[src/rtl/vsm_pkg.sv]
package vsm_pkg;

    localparam int unsigned LINE_W    = 16;
    localparam int unsigned DEF_BYTES = 6;
    localparam int unsigned SSA_BYTES = 2;

    localparam logic [7:0] OP_SCROLL_DEF   = 8'h33;
    localparam logic [7:0] OP_SCROLL_START = 8'h37;

    typedef logic [LINE_W-1:0] line_t;

    typedef enum logic [1:0] {
        PS_IDLE,
        PS_DEF,
        PS_SSA
    } parse_state_t;

    typedef struct packed {
        line_t top_lines;
        line_t scroll_lines;
        line_t bottom_lines;
        line_t scroll_start;
    } scroll_cfg_t;

endpackage

[src/rtl/vsm_cmd_parser.sv]
module vsm_cmd_parser
    import vsm_pkg::*;
#(
    parameter int unsigned PANEL_LINES = 320
) (
    input  logic        clk,
    input  logic        rst_n,
    input  logic        cmd_valid,
    input  logic        cmd_is_op,
    input  logic [7:0]  cmd_byte,
    output scroll_cfg_t cfg_q
);

    localparam int unsigned CNT_W = $clog2(DEF_BYTES + 1);
    localparam int unsigned ACC_W = 8 * (DEF_BYTES - 1);

    parse_state_t       st_q, st_d;
    logic [CNT_W-1:0]   cnt_q;
    logic [ACC_W-1:0]   acc_q;

    logic op_byte, param_byte, def_last, ssa_last;

    assign op_byte    = cmd_valid &&  cmd_is_op;
    assign param_byte = cmd_valid && !cmd_is_op;
    assign def_last   = (st_q == PS_DEF) && param_byte && (cnt_q == CNT_W'(DEF_BYTES - 1));
    assign ssa_last   = (st_q == PS_SSA) && param_byte && (cnt_q == CNT_W'(SSA_BYTES - 1));

    // next-state logic
    always_comb begin
        st_d = st_q;
        if (op_byte) begin
            if (cmd_byte == OP_SCROLL_DEF)
                st_d = PS_DEF;
            else if (cmd_byte == OP_SCROLL_START)
                st_d = PS_SSA;
            else
                st_d = PS_IDLE;
        end else if (param_byte) begin
            unique case (st_q)
                PS_IDLE: st_d = PS_IDLE;
                PS_DEF:  st_d = def_last ? PS_IDLE : PS_DEF;
                PS_SSA:  st_d = ssa_last ? PS_IDLE : PS_SSA;
                default: st_d = PS_IDLE;
            endcase
        end
    end

    // state register
    always_ff @(posedge clk or negedge rst_n) begin
        if (!rst_n)
            st_q <= PS_IDLE;
        else
            st_q <= st_d;
    end

    // byte collection and register commit
    always_ff @(posedge clk or negedge rst_n) begin
        if (!rst_n) begin
            cnt_q              <= '0;
            acc_q              <= '0;
            cfg_q.top_lines    <= '0;
            cfg_q.scroll_lines <= LINE_W'(PANEL_LINES);
            cfg_q.bottom_lines <= '0;
            cfg_q.scroll_start <= '0;
        end else if (op_byte) begin
            cnt_q <= '0;
        end else if (param_byte && (st_q != PS_IDLE)) begin
            cnt_q <= cnt_q + 1'b1;
            acc_q <= {acc_q[ACC_W-9:0], cmd_byte};
            if (def_last) begin
                cfg_q.top_lines    <= acc_q[ACC_W-1 -: LINE_W];
                cfg_q.scroll_lines <= acc_q[ACC_W-1-LINE_W -: LINE_W];
                cfg_q.bottom_lines <= {acc_q[7:0], cmd_byte};
            end
            if (ssa_last)
                cfg_q.scroll_start <= {acc_q[7:0], cmd_byte};
        end
    end

endmodule

[src/rtl/vsm_cfg_check.sv]
module vsm_cfg_check
    import vsm_pkg::*;
#(
    parameter int unsigned PANEL_LINES = 320
) (
    input  scroll_cfg_t       cfg,
    output logic              cfg_ok,
    output logic [LINE_W:0]   scroll_end
);

    localparam logic [LINE_W+1:0] PANEL_EXT = (LINE_W + 2)'(PANEL_LINES);

    logic [LINE_W+1:0] total;

    always_comb begin
        scroll_end = {1'b0, cfg.top_lines} + {1'b0, cfg.scroll_lines};
        total      = {2'b00, cfg.top_lines} + {2'b00, cfg.scroll_lines}
                   + {2'b00, cfg.bottom_lines};
        cfg_ok     = (total == PANEL_EXT)
                  && (cfg.scroll_lines != '0)
                  && (cfg.scroll_start >= cfg.top_lines)
                  && ({1'b0, cfg.scroll_start} < scroll_end);
    end

endmodule

[src/rtl/vsm_line_map.sv]
module vsm_line_map
    import vsm_pkg::*;
(
    input  logic            clk,
    input  logic            rst_n,
    input  scroll_cfg_t     cfg,
    input  logic            cfg_ok,
    input  logic [LINE_W:0] scroll_end,
    input  logic            line_valid,
    input  line_t           line_idx,
    output logic            map_valid,
    output line_t           map_line
);

    logic            in_band;
    logic [LINE_W:0] phase, step, raw, wrapped;
    line_t           target, map_next;

    always_comb begin
        in_band  = (line_idx >= cfg.top_lines) && ({1'b0, line_idx} < scroll_end);
        phase    = {1'b0, cfg.scroll_start - cfg.top_lines};
        step     = {1'b0, line_idx - cfg.top_lines};
        raw      = phase + step;
        wrapped  = (raw >= {1'b0, cfg.scroll_lines}) ? raw - {1'b0, cfg.scroll_lines} : raw;
        target   = cfg.top_lines + wrapped[LINE_W-1:0];
        map_next = (cfg_ok && in_band) ? target : line_idx;
    end

    always_ff @(posedge clk or negedge rst_n) begin
        if (!rst_n) begin
            map_valid <= 1'b0;
            map_line  <= '0;
        end else begin
            map_valid <= line_valid;
            if (line_valid)
                map_line <= map_next;
        end
    end

endmodule

[src/rtl/vsm_scroll_mapper.sv]
module vsm_scroll_mapper
    import vsm_pkg::*;
#(
    parameter int unsigned PANEL_LINES = 320
) (
    input  logic        clk,
    input  logic        rst_n,
    input  logic        cmd_valid,
    input  logic        cmd_is_op,
    input  logic [7:0]  cmd_byte,
    input  logic        line_valid,
    input  logic [15:0] line_idx,
    output logic        map_valid,
    output logic [15:0] map_line
);

    scroll_cfg_t     cfg_q;
    logic            cfg_ok;
    logic [LINE_W:0] scroll_end;

    vsm_cmd_parser #(.PANEL_LINES(PANEL_LINES)) i_parser (
        .clk       (clk),
        .rst_n     (rst_n),
        .cmd_valid (cmd_valid),
        .cmd_is_op (cmd_is_op),
        .cmd_byte  (cmd_byte),
        .cfg_q     (cfg_q)
    );

    vsm_cfg_check #(.PANEL_LINES(PANEL_LINES)) i_check (
        .cfg        (cfg_q),
        .cfg_ok     (cfg_ok),
        .scroll_end (scroll_end)
    );

    vsm_line_map i_map (
        .clk        (clk),
        .rst_n      (rst_n),
        .cfg        (cfg_q),
        .cfg_ok     (cfg_ok),
        .scroll_end (scroll_end),
        .line_valid (line_valid),
        .line_idx   (line_idx),
        .map_valid  (map_valid),
        .map_line   (map_line)
    );

endmodule

[config.mk]
export PLATFORM = sky130hd
export DESIGN_NAME = vsm_scroll_mapper
export DESIGN_NICKNAME = d
export VERILOG_FILES = /design/src/rtl/vsm_pkg.sv /design/src/rtl/vsm_cmd_parser.sv /design/src/rtl/vsm_cfg_check.sv /design/src/rtl/vsm_line_map.sv /design/src/rtl/vsm_scroll_mapper.sv
export SDC_FILE = /design/constraint.sdc
export NUM_CORES = 1
export LEC_CHECK = 0
export BUFFER_PORTS_ARGS = -buffer_cell sky130_fd_sc_hd__clkbuf_2
export CAP_MARGIN = 10
export CORE_UTILIZATION = 55
export DETAILED_ROUTE_END_ITERATION = 12
export GPL_TIMING_DRIVEN = 0
export PLACE_DENSITY = 0.71
export SETUP_SLACK_MARGIN = 0.02
export SYNTH_ARGS = -nofsm -noshare
export SYNTH_HDL_FRONTEND = slang
export SYNTH_SLANG_ARGS = --single-unit
[constraint.sdc]
create_clock -name clk -period 9.1 [get_ports clk]
set_input_delay 0.91 -clock clk [delete_from_list [all_inputs] [get_ports clk]]
set_output_delay 0.91 -clock clk [all_outputs]
set_load 0.01 [all_outputs]
# Yosys cells after proc, flatten, opt, wreduce, memory -nomap -nowiden
# Cells that the tools add are included.
# W data, S select, Z words.
# op_classes
n_addsub	9
eq_ne	7
mux	11
magnitude_cmp	5
bitwise	1
reduce_logical	20
# op_table
operator	n
$add A16 B16 Y17	3
$sub A16 B16 Y16	3
$lt A16 B17 Y1	2
$ge A16 B16 Y1	2
$mux W16	2
$add A18 B16 Y18	1
$eq A18 B9 Y1 const B	1
$ge A17 B16 Y1	1
$add A16 B16 Y16	1
$eq A8 B6 Y1 const B	2
$reduce_bool A16 Y1	1
$logic_and A1 B1 Y1	12
$mux W2	5
$mux W3	2
$reduce_and A3 Y1	2
$reduce_bool A2 Y1	3
$pmux W2 S2	1
$add A3 B1 Y3 const B	1
$eq A3 B1 Y1 const B	1
$eq A3 B3 Y1 const B	1
$eq A2 B1 Y1 const B	1
$eq A2 B2 Y1 const B	1
$reduce_and A2 Y1	1
$logic_not A1 Y1	1
2 further kinds	2
# word_totals
wordCells	62
output_inout_bits	17
ff_bits	126

# Longest topological paths before layout
# depth
ltp_word	8
ltp_mapped	37

# Hierarchy
# A second synthesis with hierarchy kept.
# unflattened
cells_unflattened	1229
hier_area_um2	11728.7
# modules_own_cells
module	n_inst	area_per_inst_um2	cells_each	seq_area_each_um2
vsm_line_map	1	4933.5	654	425.4
vsm_cmd_parser	1	4230.3	258	2730.1
vsm_cfg_check	1	2565.0	317	0.0

# Worst setup path before layout
# No wires, ideal clock.
# synth_timing
kind	in2reg
from	input line_idx[0]
to	register i_map.map_line[14]
setup_time_ns	0.120
stages	34
arrival_time_ns	7.905
slack_ns	1.075
required_time_ns	8.980
path_cell_list	inv_1 -> ha_1 -> fa_1 -> nand2b_1 -> a21oi_1 -> xor2_1 -> ha_1 -> a21o_1 -> a221oi_1 -> o2111ai_1 -> a21oi_1 -> o21ai_0 -> a21o_1 -> a21oi_1 -> xnor2_1 -> ha_1 -> nand3_1 -> nor3_1 -> a211o_1 -> a222oi_1 -> buf_2 -> mux2i_1 -> ha_1 -> fa_1 -> a21o_1 -> a21oi_1 -> o21ai_0 -> a31o_2 -> a31o_2 -> a31o_2 -> a21o_1 -> a21oi_1 -> xnor2_1 -> a31o_1
# synth_via
elab_chain_cells	6
elab_cells_between_ends	11
# synth_rtl
element	line	rtl
from (decl)	vsm_scroll_mapper.sv:12	input logic [15:0] line_idx,
$sub A16 B16 Y16	vsm_line_map.sv:22	step = {1'b0, line_idx - cfg.top_lines};
$add A16 B16 Y17	vsm_line_map.sv:23	raw = phase + step;
$sub A16 B16 Y16 / $ge A17 B16 Y1 (equally long branches)	vsm_line_map.sv:24	wrapped = (raw >= {1'b0, cfg.scroll_lines}) ? raw - {1'b0, cfg.scroll_lines} : raw;
$mux W16	vsm_line_map.sv:24	
$add A16 B16 Y16	vsm_line_map.sv:25	target = cfg.top_lines + wrapped[LINE_W-1:0];
$mux W16 *	vsm_line_map.sv:26	map_next = (cfg_ok && in_band) ? target : line_idx;
to (signal assigned)	vsm_line_map.sv:36	map_line <= map_next;
to (decl)	vsm_line_map.sv:12	output line_t map_line
# Every way passes the cells marked *; elsewhere a longest branch is shown, timed or not.
# A chain may end at the register's enable or synchronous reset.

# Worst setup path in the final report
# layout_timing
from	input line_idx[1]
to	register i_map.map_line[14]
# The elaborated chain is that of the path after synthesis.

==> summary.md <==
| Metric | Value |
|---|---|
| Area growth syn-to-layout | `11.7%` |
| Post-DP HPWL | `25600 microns` |
| Hold Vio Cnt, Final | `0` |
| Crit-path max FO | `10` |
| Via count | `9210` |
| Post-route core utilization | `63.5%` |
| Slowest-stage cell, CP | `a222oi_1` |
| Most Frequent Cell on Critical Path | `o21ai_0` |
| Worst-margin pin slew | `0.730 ns` |
| Layout cells sized above 1 | `14.6%` |
| GRT overflow | `0` |
| Clock transition at the registers of the reported paths | `0.07 ns` |
| Num CTS Buffers | `17` |
| R2R Setup Slk | `0.63 ns` |
| Synth cell types | `76` |
| Drt via density | `6.08` |
| DRT Pass-1 Iters | `5` |
| Diode count | `0` |
| Synth Register Bits | `126` |
| Sw Ratio | `47.6%` |
| Critical path arrival | `8.96 ns` |
| Net Count, Synth | `1357` |
| Synth warnings | `0` |
| CTS sink cnt | `126` |
| Die Width | `142 microns` |
| Io pins | `46` |
| Status | `complete, no violations` |
| FF-to-FF Start | `i_parser.cfg_q[49]` |
| Worst skew pair latency | `0.43 ns` |
| Critical Path End | `i_map.map_line[14]` |
| Min Tclk post-route | `8.64 ns` |
| Largest net degree at the start of global routing | `70` |
| Peak per-stage delay on the critical path | `0.47 ns` |
| Antenna violations before repair | `0` |
| Int Pwr | `2.47 mW` |
| Startpoint Class | `input pin` |
| Maximum vdd drop | `0.263 mV` |
| Core Footprint | `0.0189 sq mm` |
| Placer Congestion | `0.951` |
| Final slew viol count | `0` |
| Global-route wire length before repair | `48400 microns` |
| Fmax | `116 MHz` |
| Root buffer cell | `clkbuf_16` |
| Vias in the first global route | `8783` |
| Full die area | `0.0201 sq mm` |
| Clock network power share | `15.2%` |
| Row count | `50` |
| Final Cycle Share | `95.0%` |
| Clock Tree Buf Depth | `2` |
| CTS tree | `done` |
| Setup Viol. Count Final | `0` |
| Reg2reg end | `i_map.map_line[14]` |
| Relative slew slack | `50.7%` |
| # DRC | `0` |
| Post-synth EDFFs | `0` |
| Kind of critical path | `input pin to register` |
| Register area share after synthesis | `29.4%` |
| Overall power | `4.71 mW` |
| Hold Crit Class | `input pin to async pin` |
| Port Buf Inserts | `45` |
| Final Instance Area | `0.0120 sq mm` |
| Worst path required time | `9.42 ns` |
| R2R depth | `37` |
| Mean post-synth cell area | `9.16 sq um` |
| Asr flop ratio synth | `100%` |
| Gr usage total | `32.6%` |
| Maxcap violations | `0` |
| Worst Setup SP | `line_idx[1]` |
| P per Cell Area | `393 mW/mm^2` |
| Initial DRC count | `578` |
| Nets | `1427` |
| Main synth FF type | `dfrtp_1` |
| H-tree levels | `4` |
| Worst Setup End Kind | `register` |
| WL/cell | `20.7 microns` |
| Synth Instances | `1172` |
| WHS | `0.440 ns` |
| Synthesized area | `0.0107 sq mm` |
| Share of power burned in registers | `17.0%` |
| Initial core utilization | `56.8%` |
| Height of the die | `142 microns` |
| Final ANT Viol Nets | `0` |
| Dpl cell area | `0.0113 sq mm` |
| Sw Pwr | `2.24 mW` |
| Gate power share | `67.7%` |
| Final Skew | `0.0125 ns` |
| Leak | `5.71 nW` |
| Drt total wl | `31300 microns` |
## cell type report
cell class,count,area [sq um]
flip-flops and latches,126,3160
well taps,260,325
plain buffers,24,121
repair buffers,51,297
multi-input cells,937,7160
clock inverters,14,183
clock buffers,18,429
fillers,1650,6900
inverters,85,319
## worst max-delay path: cells and delay by family
family	cells	cell delay, ns
compound gates	21	4.82
fa+ha+maj	4	1.33
simple gates	6	0.81
buf+inv	3	0.67
xor+xnor	3	0.37
## sequential cells by signal, indices dropped and copies added, names as in the netlist
signal / cells
i_parser.cfg_q: 64
i_map.map_line: 16
i_parser.acc_q: 40
i_map.map_valid: 1
i_parser.cnt_q: 3
i_parser.st_q: 2
## per-stage QoR
stage               setup WS (ns)  std cells  TNS (ns)
floorplan                    1.07       1172         0
global placement           -0.145       1477    -0.185
detailed placement         -0.132       1479    -0.157
CTS                         0.154       1511         0
global route              -0.0216       1515   -0.0216
finish                      0.458       1515         0
## worst min-delay path by stage
stage	from	endpoint	slack (ns)	cells past startpoint
6_report	rst_n	i_parser.cnt_q[2]	0.44	1
5_1_grt	rst_n	i_parser.cnt_q[2]	0.48	1
4_1_cts	rst_n	i_parser.cnt_q[2]	0.45	1
3_5_place_dp	i_parser.acc_q[39]	i_parser.cfg_q[63]	0.47	2
3_3_place_gp	i_parser.acc_q[39]	i_parser.cfg_q[63]	0.46	2
2_1_floorplan	i_parser.acc_q[32]	i_parser.cfg_q[56]	0.45	2
## power groups by stage
| stage | Sequential (mW) | Clock [mW] | Combinational, mW |
|---|---|---|---|
| 2_1_floorplan | 0.754 | 0 | 2.36 |
| 5_1_grt | 0.814 | 0.743 | 3.51 |
| 3_5_place_dp | 0.806 | 0 | 3.09 |
| 6_report | 0.803 | 0.716 | 3.19 |
| 4_1_cts | 0.799 | 0.724 | 3.12 |
| 3_3_place_gp | 0.801 | 0 | 3.06 |
## cells in the mapped netlist, drive strengths merged, types with 15 or more instances
library cell,number,area (sq um)
mux2,74,833
dfrtp,124,3100
nand2,100,375
nand4,15,93.8
nor2b,17,106
o21a,17,128
inv,85,319
a21o,23,173
mux2i,16,160
nor3,23,115
nand2b,15,93.8
nand3,20,100
clkbuf,18,67.6
a21oi,86,438
o21ai,82,414
nor2,72,270
xor2,25,219
xnor2,52,455
ha,149,1860
## per-layer routing
layer	vias up	wire length (microns)	global-route usage, %	share of wire (%)
met5	-	0	0	0
met4	0	1140	13.2	3.6
met3	62	1600	4.02	5.1
met2	266	14400	53.2	46
met1	4476	14200	43.8	45
li1	4406	-	-	-
## what timing repair did
action                                  CTS  global route
buffers inserted                          0             4
hold buffers                              0             0
endpoints found under the setup margin    0             7
endpoints found under the hold margin     0             0
resized for setup                         0             7
## cell usage in the layout, fill, tap and decap left out, types with 19 or more instances in the layout
master and n:
ha_1 149, nor2_1 72, clkbuf_2 44, nor3_1 23, dfrtp_1 123, o21ai_0 78, nand3_1 20, a21o_1 23
xnor2_1 52, mux2_2 73, inv_1 85, clkbuf_1 19, nand2_1 100, a21oi_1 83, xor2_1 25
## cells by family after synthesis
group	count (synthesis)	share of synthesized area (%)
buffers and inverters	109	4.08
adders and majority gates	156	18.7
and+or+nand+nor	307	13.9
AOI/OAI and AO/OA	307	18.4
xor gates and xnor gates	77	6.28
DFF	126	29.4
muxes	90	9.26
No activity file was read; power rests on OpenSTA's default activity.
